===== src/rtl/vcr_pkg.sv =====
package vcr_pkg;
  localparam int NPORT   = 5;
  localparam int P_LOCAL = 0;
  localparam int P_EAST  = 1;
  localparam int P_WEST  = 2;
  localparam int P_NORTH = 3;
  localparam int P_SOUTH = 4;

  typedef enum logic [1:0] {
    VS_IDLE = 2'd0,
    VS_VA   = 2'd1,
    VS_ACT  = 2'd2
  } vc_state_e;

  function automatic logic [2:0] port_bin(input logic [NPORT-1:0] oh);
    logic [2:0] b;
    b = '0;
    for (int i = 0; i < NPORT; i++)
      if (oh[i]) b = 3'(i);
    return b;
  endfunction
endpackage


===== src/rtl/vcr_fifo.sv =====
module vcr_fifo #(
  parameter int W     = 8,
  parameter int DEPTH = 4,
  localparam int AW   = (DEPTH > 1) ? $clog2(DEPTH) : 1,
  localparam int CW   = $clog2(DEPTH + 1)
) (
  input  logic         clk_i,
  input  logic         rst_ni,
  input  logic         wr_i,
  input  logic [W-1:0] wdata_i,
  input  logic         rd_i,
  output logic [W-1:0] rdata_o,
  output logic         valid_o,
  output logic         full_o
);
  logic [W-1:0]  mem [DEPTH];
  logic [AW-1:0] wptr, rptr;
  logic [CW-1:0] cnt;

  function automatic logic [AW-1:0] nxt(input logic [AW-1:0] p);
    return (int'(p) == DEPTH - 1) ? '0 : p + AW'(1);
  endfunction

  assign valid_o = cnt != '0;
  assign full_o  = cnt == CW'(DEPTH);
  assign rdata_o = mem[rptr];

  always_ff @(posedge clk_i or negedge rst_ni) begin
    if (!rst_ni) begin
      wptr <= '0;
      rptr <= '0;
      cnt  <= '0;
    end else begin
      if (wr_i && !full_o) wptr <= nxt(wptr);
      if (rd_i && valid_o) rptr <= nxt(rptr);
      case ({wr_i && !full_o, rd_i && valid_o})
        2'b10:   cnt <= cnt + CW'(1);
        2'b01:   cnt <= cnt - CW'(1);
        default: cnt <= cnt;
      endcase
    end
  end

  always_ff @(posedge clk_i)
    if (wr_i && !full_o) mem[wptr] <= wdata_i;
endmodule


===== src/rtl/vcr_route_xy.sv =====
module vcr_route_xy
  import vcr_pkg::*;
#(
  parameter int COORD_W = 3,
  parameter int MY_X    = 0,
  parameter int MY_Y    = 0
) (
  input  logic [COORD_W-1:0] dst_x_i,
  input  logic [COORD_W-1:0] dst_y_i,
  output logic [NPORT-1:0]   port_o
);
  always_comb begin
    port_o = '0;
    if (dst_x_i > COORD_W'(MY_X))      port_o[P_EAST]  = 1'b1;
    else if (dst_x_i < COORD_W'(MY_X)) port_o[P_WEST]  = 1'b1;
    else if (dst_y_i > COORD_W'(MY_Y)) port_o[P_NORTH] = 1'b1;
    else if (dst_y_i < COORD_W'(MY_Y)) port_o[P_SOUTH] = 1'b1;
    else                               port_o[P_LOCAL] = 1'b1;
  end
endmodule


===== src/rtl/vcr_vc_ctrl.sv =====
module vcr_vc_ctrl
  import vcr_pkg::*;
#(
  parameter int COORD_W = 3,
  parameter int MY_X    = 0,
  parameter int MY_Y    = 0,
  parameter int VCID_W  = 1
) (
  input  logic               clk_i,
  input  logic               rst_ni,
  input  logic               front_valid_i,
  input  logic [1:0]         front_type_i,
  input  logic [COORD_W-1:0] front_dst_x_i,
  input  logic [COORD_W-1:0] front_dst_y_i,
  input  logic               va_gnt_i,
  input  logic [VCID_W-1:0]  va_ovc_i,
  input  logic               cred_ok_i,
  input  logic               sa_gnt_i,
  output logic               va_req_o,
  output logic               sa_req_o,
  output logic [NPORT-1:0]   route_o,
  output logic [VCID_W-1:0]  ovc_o,
  output logic               send_o,
  output logic               pop_o
);
  vc_state_e          state_q;
  logic [NPORT-1:0]   rc_port;
  logic               drop;

  vcr_route_xy #(.COORD_W(COORD_W), .MY_X(MY_X), .MY_Y(MY_Y)) u_rc (
    .dst_x_i (front_dst_x_i),
    .dst_y_i (front_dst_y_i),
    .port_o  (rc_port)
  );

  assign va_req_o = state_q == VS_VA;
  assign sa_req_o = (state_q == VS_ACT) && front_valid_i && cred_ok_i;
  assign send_o   = sa_req_o && sa_gnt_i;
  // non-head flit at front of an idle VC has no packet: discard it
  assign drop     = (state_q == VS_IDLE) && front_valid_i && !front_type_i[0];
  assign pop_o    = send_o || drop;

  always_ff @(posedge clk_i or negedge rst_ni) begin
    if (!rst_ni) begin
      state_q <= VS_IDLE;
      route_o <= '0;
      ovc_o   <= '0;
    end else begin
      case (state_q)
        VS_IDLE: if (front_valid_i && front_type_i[0]) begin
          route_o <= rc_port;
          state_q <= VS_VA;
        end
        VS_VA: if (va_gnt_i) begin
          ovc_o   <= va_ovc_i;
          state_q <= VS_ACT;
        end
        VS_ACT: if (send_o && front_type_i[1]) state_q <= VS_IDLE;
        default: state_q <= VS_IDLE;
      endcase
    end
  end
endmodule


===== src/rtl/vcr_credits.sv =====
module vcr_credits #(
  parameter int N        = 10,
  parameter int DS_DEPTH = 4,
  localparam int IDX_W   = (N > 1) ? $clog2(N) : 1,
  localparam int CW      = $clog2(DS_DEPTH + 1)
) (
  input  logic                  clk_i,
  input  logic                  rst_ni,
  input  logic                  dec_i,
  input  logic [IDX_W-1:0]      dec_idx_i,
  input  logic [N-1:0]          ret_i,
  output logic [N-1:0][CW-1:0]  cnt_o
);
  for (genvar i = 0; i < N; i++) begin : g_cnt
    logic       hit;
    logic [CW:0] sum;
    assign hit = dec_i && (dec_idx_i == IDX_W'(i));
    always_comb begin
      sum = {1'b0, cnt_o[i]} + (CW+1)'(ret_i[i]) - (CW+1)'(hit);
      if (sum > (CW+1)'(DS_DEPTH)) sum = (CW+1)'(DS_DEPTH);
    end
    always_ff @(posedge clk_i or negedge rst_ni) begin
      if (!rst_ni) cnt_o[i] <= CW'(DS_DEPTH);
      else         cnt_o[i] <= sum[CW-1:0];
    end
  end
endmodule


===== src/rtl/vc_input_unit.sv =====
module vc_input_unit
  import vcr_pkg::*;
#(
  parameter int NUM_VC     = 2,
  parameter int FIFO_DEPTH = 4,
  parameter int DS_DEPTH   = 4,
  parameter int COORD_W    = 3,
  parameter int DATA_W     = 16,
  parameter int MY_X       = 0,
  parameter int MY_Y       = 0,
  localparam int VCID_W    = (NUM_VC > 1) ? $clog2(NUM_VC) : 1
) (
  input  logic                             clk_i,
  input  logic                             rst_ni,
  input  logic                             flit_valid_i,
  input  logic [VCID_W-1:0]                flit_vc_i,
  input  logic [1:0]                       flit_type_i,
  input  logic [COORD_W-1:0]               flit_dst_x_i,
  input  logic [COORD_W-1:0]               flit_dst_y_i,
  input  logic [DATA_W-1:0]                flit_data_i,
  output logic [NUM_VC-1:0]                va_req_o,
  output logic [NUM_VC-1:0][4:0]           va_port_o,
  input  logic [NUM_VC-1:0]                va_gnt_i,
  input  logic [NUM_VC-1:0][VCID_W-1:0]    va_ovc_i,
  output logic [NUM_VC-1:0]                sa_req_o,
  output logic [NUM_VC-1:0][4:0]           sa_port_o,
  input  logic [NUM_VC-1:0]                sa_gnt_i,
  input  logic [5*NUM_VC-1:0]              credit_ret_i,
  output logic                             xbar_valid_o,
  output logic [4:0]                       xbar_port_o,
  output logic [VCID_W-1:0]                xbar_ovc_o,
  output logic [1:0]                       xbar_type_o,
  output logic [COORD_W-1:0]               xbar_dst_x_o,
  output logic [COORD_W-1:0]               xbar_dst_y_o,
  output logic [DATA_W-1:0]                xbar_data_o,
  output logic                             vc_free_o
);
  localparam int FW    = 2 + 2*COORD_W + DATA_W;
  localparam int NCRED = NPORT * NUM_VC;
  localparam int IDX_W = (NCRED > 1) ? $clog2(NCRED) : 1;
  localparam int CW    = $clog2(DS_DEPTH + 1);
  localparam logic [NUM_VC-1:0] ONE_VC = 1;

  logic [FW-1:0]           front [NUM_VC];
  logic [NUM_VC-1:0]       front_v, pop, send, cred_ok;
  logic [NPORT-1:0]        route [NUM_VC];
  logic [VCID_W-1:0]       ovc   [NUM_VC];
  logic [IDX_W-1:0]        cidx  [NUM_VC];
  logic [NCRED-1:0][CW-1:0] cred_cnt;
  logic [NUM_VC-1:0]       sa_want, sa_pick;

  assign sa_want = sa_req_o & sa_gnt_i;
  assign sa_pick = sa_want & (~sa_want + ONE_VC);

  for (genvar v = 0; v < NUM_VC; v++) begin : g_vc
    logic wr;
    logic full_unused;
    assign wr = flit_valid_i && (flit_vc_i == VCID_W'(v));

    vcr_fifo #(.W(FW), .DEPTH(FIFO_DEPTH)) u_fifo (
      .clk_i   (clk_i),
      .rst_ni  (rst_ni),
      .wr_i    (wr),
      .wdata_i ({flit_type_i, flit_dst_x_i, flit_dst_y_i, flit_data_i}),
      .rd_i    (pop[v]),
      .rdata_o (front[v]),
      .valid_o (front_v[v]),
      .full_o  (full_unused)
    );

    vcr_vc_ctrl #(.COORD_W(COORD_W), .MY_X(MY_X), .MY_Y(MY_Y), .VCID_W(VCID_W)) u_ctrl (
      .clk_i         (clk_i),
      .rst_ni        (rst_ni),
      .front_valid_i (front_v[v]),
      .front_type_i  (front[v][FW-1 -: 2]),
      .front_dst_x_i (front[v][DATA_W+COORD_W +: COORD_W]),
      .front_dst_y_i (front[v][DATA_W +: COORD_W]),
      .va_gnt_i      (va_gnt_i[v]),
      .va_ovc_i      (va_ovc_i[v]),
      .cred_ok_i     (cred_ok[v]),
      .sa_gnt_i      (sa_pick[v]),
      .va_req_o      (va_req_o[v]),
      .sa_req_o      (sa_req_o[v]),
      .route_o       (route[v]),
      .ovc_o         (ovc[v]),
      .send_o        (send[v]),
      .pop_o         (pop[v])
    );

    assign cidx[v]      = IDX_W'(int'(port_bin(route[v])) * NUM_VC + int'(ovc[v]));
    assign cred_ok[v]   = cred_cnt[cidx[v]] != '0;
    assign va_port_o[v] = route[v];
    assign sa_port_o[v] = route[v];
  end

  // traversal stage select
  logic [FW-1:0]      st_flit;
  logic [NPORT-1:0]   st_port;
  logic [VCID_W-1:0]  st_ovc;
  logic [IDX_W-1:0]   st_idx;

  always_comb begin
    st_flit = '0;
    st_port = '0;
    st_ovc  = '0;
    st_idx  = '0;
    for (int v = 0; v < NUM_VC; v++) begin
      if (sa_pick[v]) begin
        st_flit = front[v];
        st_port = route[v];
        st_ovc  = ovc[v];
        st_idx  = cidx[v];
      end
    end
  end

  vcr_credits #(.N(NCRED), .DS_DEPTH(DS_DEPTH)) u_cred (
    .clk_i     (clk_i),
    .rst_ni    (rst_ni),
    .dec_i     (|send),
    .dec_idx_i (st_idx),
    .ret_i     (credit_ret_i),
    .cnt_o     (cred_cnt)
  );

  always_ff @(posedge clk_i or negedge rst_ni) begin
    if (!rst_ni) begin
      xbar_valid_o <= 1'b0;
      xbar_port_o  <= '0;
      xbar_ovc_o   <= '0;
      xbar_type_o  <= '0;
      xbar_dst_x_o <= '0;
      xbar_dst_y_o <= '0;
      xbar_data_o  <= '0;
      vc_free_o    <= 1'b0;
    end else begin
      xbar_valid_o <= |sa_pick;
      vc_free_o    <= (|sa_pick) && st_flit[FW-1];
      if (|sa_pick) begin
        xbar_port_o  <= st_port;
        xbar_ovc_o   <= st_ovc;
        xbar_type_o  <= st_flit[FW-1 -: 2];
        xbar_dst_x_o <= st_flit[DATA_W+COORD_W +: COORD_W];
        xbar_dst_y_o <= st_flit[DATA_W +: COORD_W];
        xbar_data_o  <= st_flit[DATA_W-1:0];
      end
    end
  end
endmodule


===== config.mk =====
export PLATFORM = sky130hd
export DESIGN_NAME = vc_input_unit
export DESIGN_NICKNAME = d
export VERILOG_FILES = /design/src/rtl/vcr_pkg.sv /design/src/rtl/vcr_fifo.sv /design/src/rtl/vcr_route_xy.sv /design/src/rtl/vcr_vc_ctrl.sv /design/src/rtl/vcr_credits.sv /design/src/rtl/vc_input_unit.sv
export SDC_FILE = /design/constraint.sdc
export NUM_CORES = 1
export LEC_CHECK = 0
export BUFFER_PORTS_ARGS = -buffer_cell sky130_fd_sc_hd__buf_2
export CORE_AREA = 2 2 149 151
export CTS_CLUSTER_SIZE = 12
export DETAILED_ROUTE_END_ITERATION = 12
export DIE_AREA = 0 0 151 153
export HOLD_SLACK_MARGIN = 0.1
export PLACE_DENSITY = 0.81
export SYNTH_ARGS = -nofsm -noshare
export SYNTH_HDL_FRONTEND = slang
export SYNTH_HIERARCHICAL = 1
export SYNTH_SLANG_ARGS = --single-unit

===== constraint.sdc =====
create_clock -name clk_i -period 8.2 [get_ports clk_i]
set_input_delay 0.82 -clock clk_i [delete_from_list [all_inputs] [get_ports clk_i]]
set_output_delay 0.82 -clock clk_i [all_outputs]
set_load 0.005 [all_outputs]

==> results of run 1 <==
[state kept, by name, summed over array words and instances (netlist names), 2 cells and up]
signal,flops
g_vc.u_fifo/mem,192
u_cred/cnt_o,30
xbar_data_o,16
g_vc.u_ctrl/route_o,10
g_vc.u_fifo/cnt,6
xbar_port_o,5
g_vc.u_ctrl/state_q,4
g_vc.u_fifo/rptr,4
g_vc.u_fifo/wptr,4
xbar_dst_x_o,3
xbar_dst_y_o,3
g_vc.u_ctrl/ovc_o,2
xbar_type_o,2
[cell type report]
class	count	area [um^2]	area share (%)
Sequential cell	284	8080	54.44
Clock buffer	47	854.6	5.758
Inverter	84	315.3	2.124
Timing Repair Buffer	113	605.6	4.080
Antenna cell	1	2.502	0.01686
Tap cell	280	350.3	2.360
Clock inverter	9	147.6	0.9948
Multi-Input combinational cell	444	4486	30.22
[cells by family (layout without fill, tap and decap cells)]
group | count (synthesis) | in the layout
flip-flops | 284 | 284
AND/OR/NAND/NOR | 164 | 164
buffers and inverters | 122 | 253
multiplexers | 101 | 101
AO/OA/AOI/OAI | 95 | 95
adder cells (fa/ha/maj) | 64 | 64
XOR/XNOR | 16 | 16
other | 2 | 5
[worst max-delay path: cells and delay by family (launching register included)]
family                     cells  cell delay [ns]
AOI/OAI and AO/OA              2             0.34
xor gates and xnor gates       1             0.19
adders and majority gates      3             0.81
buffers and inverters          4             1.05
DFF                            1             0.47
muxes                          1             0.51
and+or+nand+nor               10             2.97
[synth_stat cells (14+ instances only)]
cell	count	share of area (%)
a21oi_1	14	0.53
nor2_1	30	0.86
dfrtp_1	82	16
edfxtp_1	192	44
nor3_1	14	0.53
ha_1	52	4.9
mux4_2	38	6.5
nand2_1	37	1.1
o21ai_0	32	1.2
buf_4	16	0.91
mux2i_1	31	2.4
inv_1	81	2.3
[worst max path at each step]
stage	startpoint	to	slack (ns)	cells after the start
after global routing	g_vc[0].u_ctrl/route_o[2]	u_cred/cnt_o[4]	1.40	21
after floorplan	g_vc[0].u_ctrl/route_o[2]	u_cred/cnt_o[1]	2.98	23
after global placement	g_vc[0].u_ctrl/route_o[1]	u_cred/cnt_o[7]	1.96	20
after detailed placement	g_vc[0].u_ctrl/route_o[2]	u_cred/cnt_o[3]	1.91	21
final	g_vc[0].u_ctrl/route_o[2]	u_cred/cnt_o[4]	1.79	21
after CTS	g_vc[0].u_ctrl/route_o[2]	u_cred/cnt_o[4]	1.85	21
[layer usage]
layer | vias to the layer above | global-route usage [%] | wire (um)
met2 | 255 | 41.71 | 13780
li1 | 3361 | - | -
met4 | 2 | 8.945 | 979
met5 | - | 0 | 13
met3 | 80 | 4.537 | 1622
met1 | 3734 | 30.06 | 10510
[power by group through the flow]
| stage | clock [mW] | combinational, mW | sequential [mW] |
|---|---|---|---|
| final | 1.35 | 1.43 | 2.02 |
| after global routing | 1.42 | 1.56 | 2.05 |
| after CTS | 1.37 | 1.45 | 2.02 |
| after detailed placement | 0 | 1.43 | 2.04 |
| after global placement | 0 | 1.37 | 2.03 |
| after floorplan | 0 | 1.08 | 1.98 |
[timing repair]
action                    4_1_cts  5_1_grt
hold endpoints to repair       11        0
resized for setup               0        0
setup buffers                   0        0
hold buffers                    1        0
[metrics by stage]
stage | hold slack, ns | util (%) | instance area, um^2 | std cells | total power [mW]
final | 0.4953 | 69.08 | 14840 | 1262 | 4.801
after CTS | 0.4861 | 69.07 | 14840 | 1261 | 4.831
after detailed placement | 0.4830 | 64.35 | 13830 | 1204 | 3.467
after global routing | 0.5096 | 69.07 | 14840 | 1261 | 5.035
after floorplan | 0.4544 | - | 13160 | 850 | 3.059
after global placement | 0.4718 | 64.35 | 13830 | 1204 | 3.401
==> results.rst, run 1 <==
.. list-table::
   :header-rows: 1

   * - Metric
     - Value
   * - Result of the run
     - complete, no violations
   * - Placement Rows
     - 54
   * - Number of enable flip-flop cells after synthesis
     - 192
   * - Pin count of the biggest net entering global routing
     - 80
   * - Global-route congestion overflow total
     - 0
   * - Xor and xnor area share after synthesis
     - 1.065%
   * - Die height
     - 153 um
   * - R2r startpoint
     - g_vc[0].u_ctrl/route_o[2]
   * - Layout cell share with drive strength beyond 1
     - 27.62%
   * - Critical path's largest stage delay
     - 0.82 ns
   * - Clock-pin transition on the worst setup and hold timing paths
     - 0.06 ns
   * - Multiplexer share of the synthesized area
     - 13.26%
   * - Antenna-violating nets left
     - 0
   * - Post-Syn Instances
     - 848
   * - Design internal power
     - 3.309 mW
   * - IO buf count
     - 99
   * - Internal reg-to-reg setup slack
     - 1.79 ns
   * - Most common cell type on the critical path
     - inv_1
   * - Layout area overhead
     - 12.84%
   * - CTS sink count
     - 284
   * - Top FF cell, synth
     - edfxtp_1
   * - Final weighted congestion in routability-driven placement
     - 0.8494
   * - Type of origin of the critical path
     - flop
   * - Post-detailed-route wirelength per cell
     - 21.32 um
   * - Tcrit/Tclk final
     - 78.17%
   * - Total number of vias
     - 7432
   * - Endpoint arrival time on the critical path
     - 6.90 ns
   * - Skew-Pair Late Insertion Delay
     - 0.58 ns
   * - Highest fanout seen on the critical path
     - 68
   * - Net switching component of the power
     - 1.492 mW
   * - Cell count of the worst hold path
     - 1
   * - Top-Level Pins
     - 100
   * - Initial detailed-routing violation count
     - 567
   * - Net count of the finished layout
     - 1065
   * - Final slew viol count
     - 0
   * - Crit. End Element
     - flop
   * - CP required
     - 8.69 ns
   * - VDD IR-drop max
     - 0.2217 mV
   * - Unrepaired setup endpoints after global routing
     - no
   * - DR pass1 iterations
     - 5
   * - Worst slack at placement
     - 1.912 ns
   * - Die Outline Area
     - 23100 um^2
   * - P_leak
     - 6.157 nW
   * - Clock period minus final worst setup slack
     - 6.410 ns
   * - Switching power as a share of total power
     - 31.07%
   * - Reg-to-reg endpoint
     - u_cred/cnt_o[4]
   * - Least-Margin Pin Slew
     - 1.260 ns
   * - Total routed wirelength
     - 26910 um
   * - Share of the yosys chip area belonging to registers
     - 61.43%
   * - Max-cap viol count
     - 0
   * - First-pass GRT wire length
     - 42040 um
   * - Global-route total usage across every layer
     - 24.02%
   * - Combinational fraction of design power
     - 29.8%
   * - Critical hold path startpoint
     - g_vc[0].u_fifo/cnt[2]
   * - Count of different cell masters after synthesis
     - 58
   * - Combinational family with the most area after synthesis
     - multiplexers
   * - Average cell area after synthesis
     - 15.51 um^2
   * - Adder and majority cell fraction of the synthesized area
     - 6.773%
   * - CTS H-Tree Depth
     - 1
   * - Syn Std Cell Area
     - 13150 um^2
   * - Final hold violations
     - 0
   * - Fmax
     - 0.1560 GHz
   * - Type of the worst setup path
     - reg -> reg
   * - Critical-path cell list
     - inv_1 -> a21oi_2 -> mux4_2 -> or3_1 -> nand4_1 -> nor4b_1 -> nand2_1 -> inv_2 -> nand2_1 -> nor4_1 -> or2_2 -> or3b_2 -> nor2_1 -> ha_1 -> inv_1 -> ha_1 -> inv_1 -> fa_1 -> xnor2_1 -> nor4b_2 -> o21ba_1
   * - Residual DRC
     - 0
   * - Power density cells
     - 323.5 nW/um^2
   * - Initial core utilization
     - 61.22%
   * - Vias per cell
     - 5.889
   * - Most used cells in the layout excluding fill and tap cells
     - edfxtp_1 (192), buf_2 (98), dfrtp_1 (82), inv_1 (81), ha_1 (52)
   * - Clock power share
     - 28.1%
   * - Compound-gate portion of the synthesized area
     - 5.127%
   * - Count of final setup violators
     - 0
   * - Total CTS buffers
     - 30
   * - Most common cell after layout, fill and taps aside
     - edfxtp_1
   * - Crit-path slowest cell
     - inv_2
   * - Fraction of synthesis flops using an asynchronous set or reset pin
     - 32.39%
   * - Class of the most critical hold timing path
     - reg -> reg
   * - Worst-case clock skew
     - 0.03662 ns
   * - Library cell used as clock root buffer
     - clkbuf_16
   * - Core Box Area
     - 21490 um^2
   * - Cell depth of the worst flop-to-flop path
     - 21
   * - Count of state elements after synthesis
     - 284
   * - Total negative slack
     - 0 ns
   * - Number of antenna violations at the first check in global routing
     - 3
   * - Clock Path Buffers
     - 3
   * - TritonCTS clock tree
     - yes
   * - Synth warn
     - 6
   * - Simple-gate area share of the yosys netlist
     - 7.648%
   * - Width of the chip
     - 151 um
   * - Tightest slew margin relative to the limit
     - 14.79%
   * - Number of fillers in the final layout
     - 1438
   * - Hold path endpoint
     - g_vc[0].u_fifo/cnt[2]
   * - Worst setup slack after layout
     - 1.790 ns
   * - Number of global-route vias before repair
     - 7859
   * - Post-DP HPWL
     - 16870 um
   * - Sequential cell fraction of total power
     - 42.1%
Note: power is estimated with default switching activity, not from simulation.
==> run 2: changes to the inputs <==
Settings changed: CORE_AREA 2 2 149 151 to 2 2 152 154, DIE_AREA 0 0 151 153 to 0 0 154 156, PLACE_DENSITY 0.81 to 0.78.
Clock period 8.2 ns to 6.6 ns, I/O delays scaled along.
==> run 2 against run 1 <==
Critical path depth unchanged. Critical endpoint unchanged. Final area decreased by 0.10%. Routed wire length decreased by 2.1%. Highest routed layer unchanged. Fmax grew 15%.
==> results.rst, run 2 (synthesis gave the netlist of run 1 again) <==
.. list-table::
   :header-rows: 1

   * - Metric
     - Value
   * - Initial core utilization
     - 58.81% (-2.4 points)
   * - Clock Path Buffers
     - 3 (unchanged)
   * - Width of the chip
     - 154 um (+2.0%)
   * - Most used cells in the layout excluding fill and tap cells
     - edfxtp_1 (192), buf_2 (98), dfrtp_1 (82), inv_1 (81), ha_1 (52)
   * - Total negative slack
     - 0 ns (unchanged)
   * - Total CTS buffers
     - 30 (unchanged)
   * - Die height
     - 156 um (+2.0%)
   * - Design internal power
     - 4.092 mW (+24%)
   * - Core Box Area
     - 22370 um^2 (+4.1%)
   * - Crit. End Element
     - flop
   * - Class of the most critical hold timing path
     - in -> reg
   * - Highest fanout seen on the critical path
     - 36 (-47%)
   * - Layout area overhead
     - 12.73%
   * - Die Outline Area
     - 24020 um^2 (+4.0%)
   * - Net count of the finished layout
     - 1064 (-0.094%)
   * - Register with the most flip-flops
     - g_vc.u_fifo/mem
   * - Worst setup slack after layout
     - 1.035 ns (-0.7550 ns)
   * - Tightest slew margin relative to the limit
     - 31.12% (+16 points)
   * - Worst-case clock skew
     - 0.04338 ns (+0.006758 ns)
   * - Antenna-violating nets left
     - 0 (unchanged)
   * - VDD IR-drop max
     - 0.3374 mV (+52%)
   * - Skew-Pair Late Insertion Delay
     - 0.58 ns (about the same)
   * - CP required
     - 7.08 ns (-1.61 ns)
   * - CTS sink count
     - 284 (unchanged)
   * - Final weighted congestion in routability-driven placement
     - 0.8937 (+5.2%)
   * - Residual DRC
     - 0 (unchanged)
   * - Result of the run
     - complete, no violations
   * - Internal reg-to-reg setup slack
     - 1.04 ns (-0.75 ns)
   * - Final slew viol count
     - 0 (unchanged)
   * - DR pass1 iterations
     - 5 (unchanged)
   * - Count of instances resized after the clock tree is built
     - 0 (unchanged)
   * - Type of the worst setup path
     - reg -> reg
   * - Switching power as a share of total power
     - 30.96% (-0.11 points)
   * - Combinational fraction of design power
     - 30.2% (+0.4 points)
   * - Net switching component of the power
     - 1.835 mW (+23%)
   * - Number of global-route vias before repair
     - 7556 (-3.9%)
   * - Global-route total usage across every layer
     - 22.69% (-1.3 points)
   * - Clock-pin transition on the worst setup and hold timing paths
     - 0.06 ns (about the same)
   * - Worst hold margin
     - 0.3494 ns (-0.1459 ns)
   * - Total routed wirelength
     - 26350 um (-2.1%)
   * - Most common cell after layout, fill and taps aside
     - edfxtp_1
   * - Sequential cell fraction of total power
     - 42.0% (about the same)
   * - Max-cap viol count
     - 0 (unchanged)
   * - Layout cell share with drive strength beyond 1
     - 27.76% (+0.13 points)
   * - Fmax
     - 0.1797 GHz (+15%)
   * - Clock power share
     - 27.8% (-0.3 points)
   * - Final hold violations
     - 0 (unchanged)
   * - Top-Level Pins
     - 100 (unchanged)
   * - Endpoint arrival time on the critical path
     - 6.05 ns (-0.85 ns)
   * - Placement Rows
     - 55 (+1.9%)
   * - Layout Utilization
     - 66.29% (-2.8 points)
   * - CTS H-Tree Depth
     - 1 (unchanged)
   * - Total number of vias
     - 7276 (-2.1%)
   * - Number of antenna violations at the first check in global routing
     - 3 (unchanged)
   * - Type of origin of the critical path
     - flop
   * - Tcrit/Tclk final
     - 84.32% (+6.1 points)
   * - Vias per cell
     - 5.743 (-2.5%)
   * - Initial detailed-routing violation count
     - 447 (-21%)
   * - Post-DP HPWL
     - 16620 um (-1.5%)
   * - Global-route congestion overflow total
     - 0 (unchanged)
   * - Largest register FFs
     - 192 (unchanged)
   * - Clock period minus final worst setup slack
     - 5.565 ns (-0.8450 ns)
   * - IO buf count
     - 99 (unchanged)
   * - Least-Margin Pin Slew
     - 1.007 ns (-0.2528 ns)
   * - Unrepaired setup endpoints after global routing
     - no
   * - Worst slack at placement
     - 1.127 ns (-0.7855 ns)
   * - Power density cells
     - 399.8 nW/um^2 (+24%)
   * - Post-detailed-route wirelength per cell
     - 20.80 um (-2.5%)
   * - Count of final setup violators
     - 0 (unchanged)
   * - TritonCTS clock tree
     - yes
   * - Pin count of the biggest net entering global routing
     - 71 (-11%)
   * - Library cell used as clock root buffer
     - clkbuf_16
   * - First-pass GRT wire length
     - 41660 um (-0.90%)
   * - P_leak
     - 6.137 nW (-0.32%)
   * - Largest regs
     - g_vc.u_fifo/mem: 192 flops, u_cred/cnt_o: 30 flops, xbar_data_o: 16 flops
-- run 2: cell count changes in the layout (fill, tap and decap cells not counted), sizes merged --
| cell | before | now |
|---|---|---|
| clkinv | 6 | 5 |
| buf | 112 | 111 |
| diode | 1 | 2 |
| clkinvlp | 0 | 1 |
-- run 2: worst max-delay path: stages (launching register included) --
cell and delay, ns:
dfrtp_1 0.45, inv_1 0.08, a21oi_2 0.20, mux4_2 0.52
or3_1 0.32, nand4_1 0.11, nor4b_1 0.36, nand2_1 0.20
inv_2 0.46, nand2_1 0.13, nor4_1 0.20, or2_2 0.19
or3b_2 0.51, nor2_1 0.19, ha_1 0.25, inv_1 0.06
ha_1 0.18, inv_1 0.06, fa_1 0.37, xnor2_1 0.17
nor4b_2 0.33, o21ba_1 0.16
-- run 2: layer usage --
layer / vias to the layer above / part of all wire [%] / GRT usage (%)
li1: 3362 / - / -
met1: 3653 / 40 / 29.05
met2: 209 / 52 / 40.42
met3: 50 / 5.4 / 3.917
met4: 2 / 2.3 / 6.142
met5: - / 0.049 / 0
-- run 2: per-stage QoR --
step | instances | power, mW | area, um^2
global placement | 1208 | 4.252 | 13830
CTS | 1265 | 5.977 | 14820
floorplan | 850 | 3.800 | 13160
detailed placement | 1208 | 4.312 | 13830
finish | 1267 | 5.927 | 14830
global route | 1266 | 6.230 | 14820
-- run 2: cell type report --
| cell class | instances | area (um^2) |
|---|---|---|
| Inverter | 84 | 315.3 |
| Sequential cell | 284 | 8080 |
| Clock inverter | 9 | 146.4 |
| Tap cell | 285 | 356.6 |
| Multi-Input combinational cell | 444 | 4491 |
| Fill cell | 1513 | 7538 |
| Antenna cell | 2 | 5.005 |
| Clock buffer | 47 | 834.6 |
| Timing Repair Buffer | 112 | 598.1 |
-- run 2: what timing repair did --
item / in CTS / in global routing
hold buffers: 1 / 0
setup buffers: 0 / 0
endpoints found under the hold margin: 19 / 0
-- run 2: final timing paths --
check | from | endpoint | depth (start not counted)
worst max-delay path | g_vc[0].u_ctrl/route_o[2] | u_cred/cnt_o[4] | 21
worst min-delay path | flit_data_i[6] | g_vc[0].u_fifo/mem[1][6] | 1
worst max register to register | g_vc[0].u_ctrl/route_o[2] | u_cred/cnt_o[4] | 21
worst min register to register | g_vc[0].u_fifo/cnt[2] | g_vc[0].u_fifo/cnt[2] | 1
max in group asynchronous | rst_ni | g_vc[1].u_fifo/cnt[1] | 3
min in group asynchronous | rst_ni | xbar_data_o[2] | 2
-- run 2: power by group through the flow --
| stage | clock network (mW) | registers [mW] | logic, mW |
|---|---|---|---|
| 3_5_place_dp | 0 | 2.52 | 1.80 |
| 6_report | 1.65 | 2.49 | 1.79 |
| 4_1_cts | 1.68 | 2.49 | 1.81 |
| 5_1_grt | 1.74 | 2.52 | 1.97 |
| 2_1_floorplan | 0 | 2.46 | 1.34 |
| 3_3_place_gp | 0 | 2.50 | 1.75 |
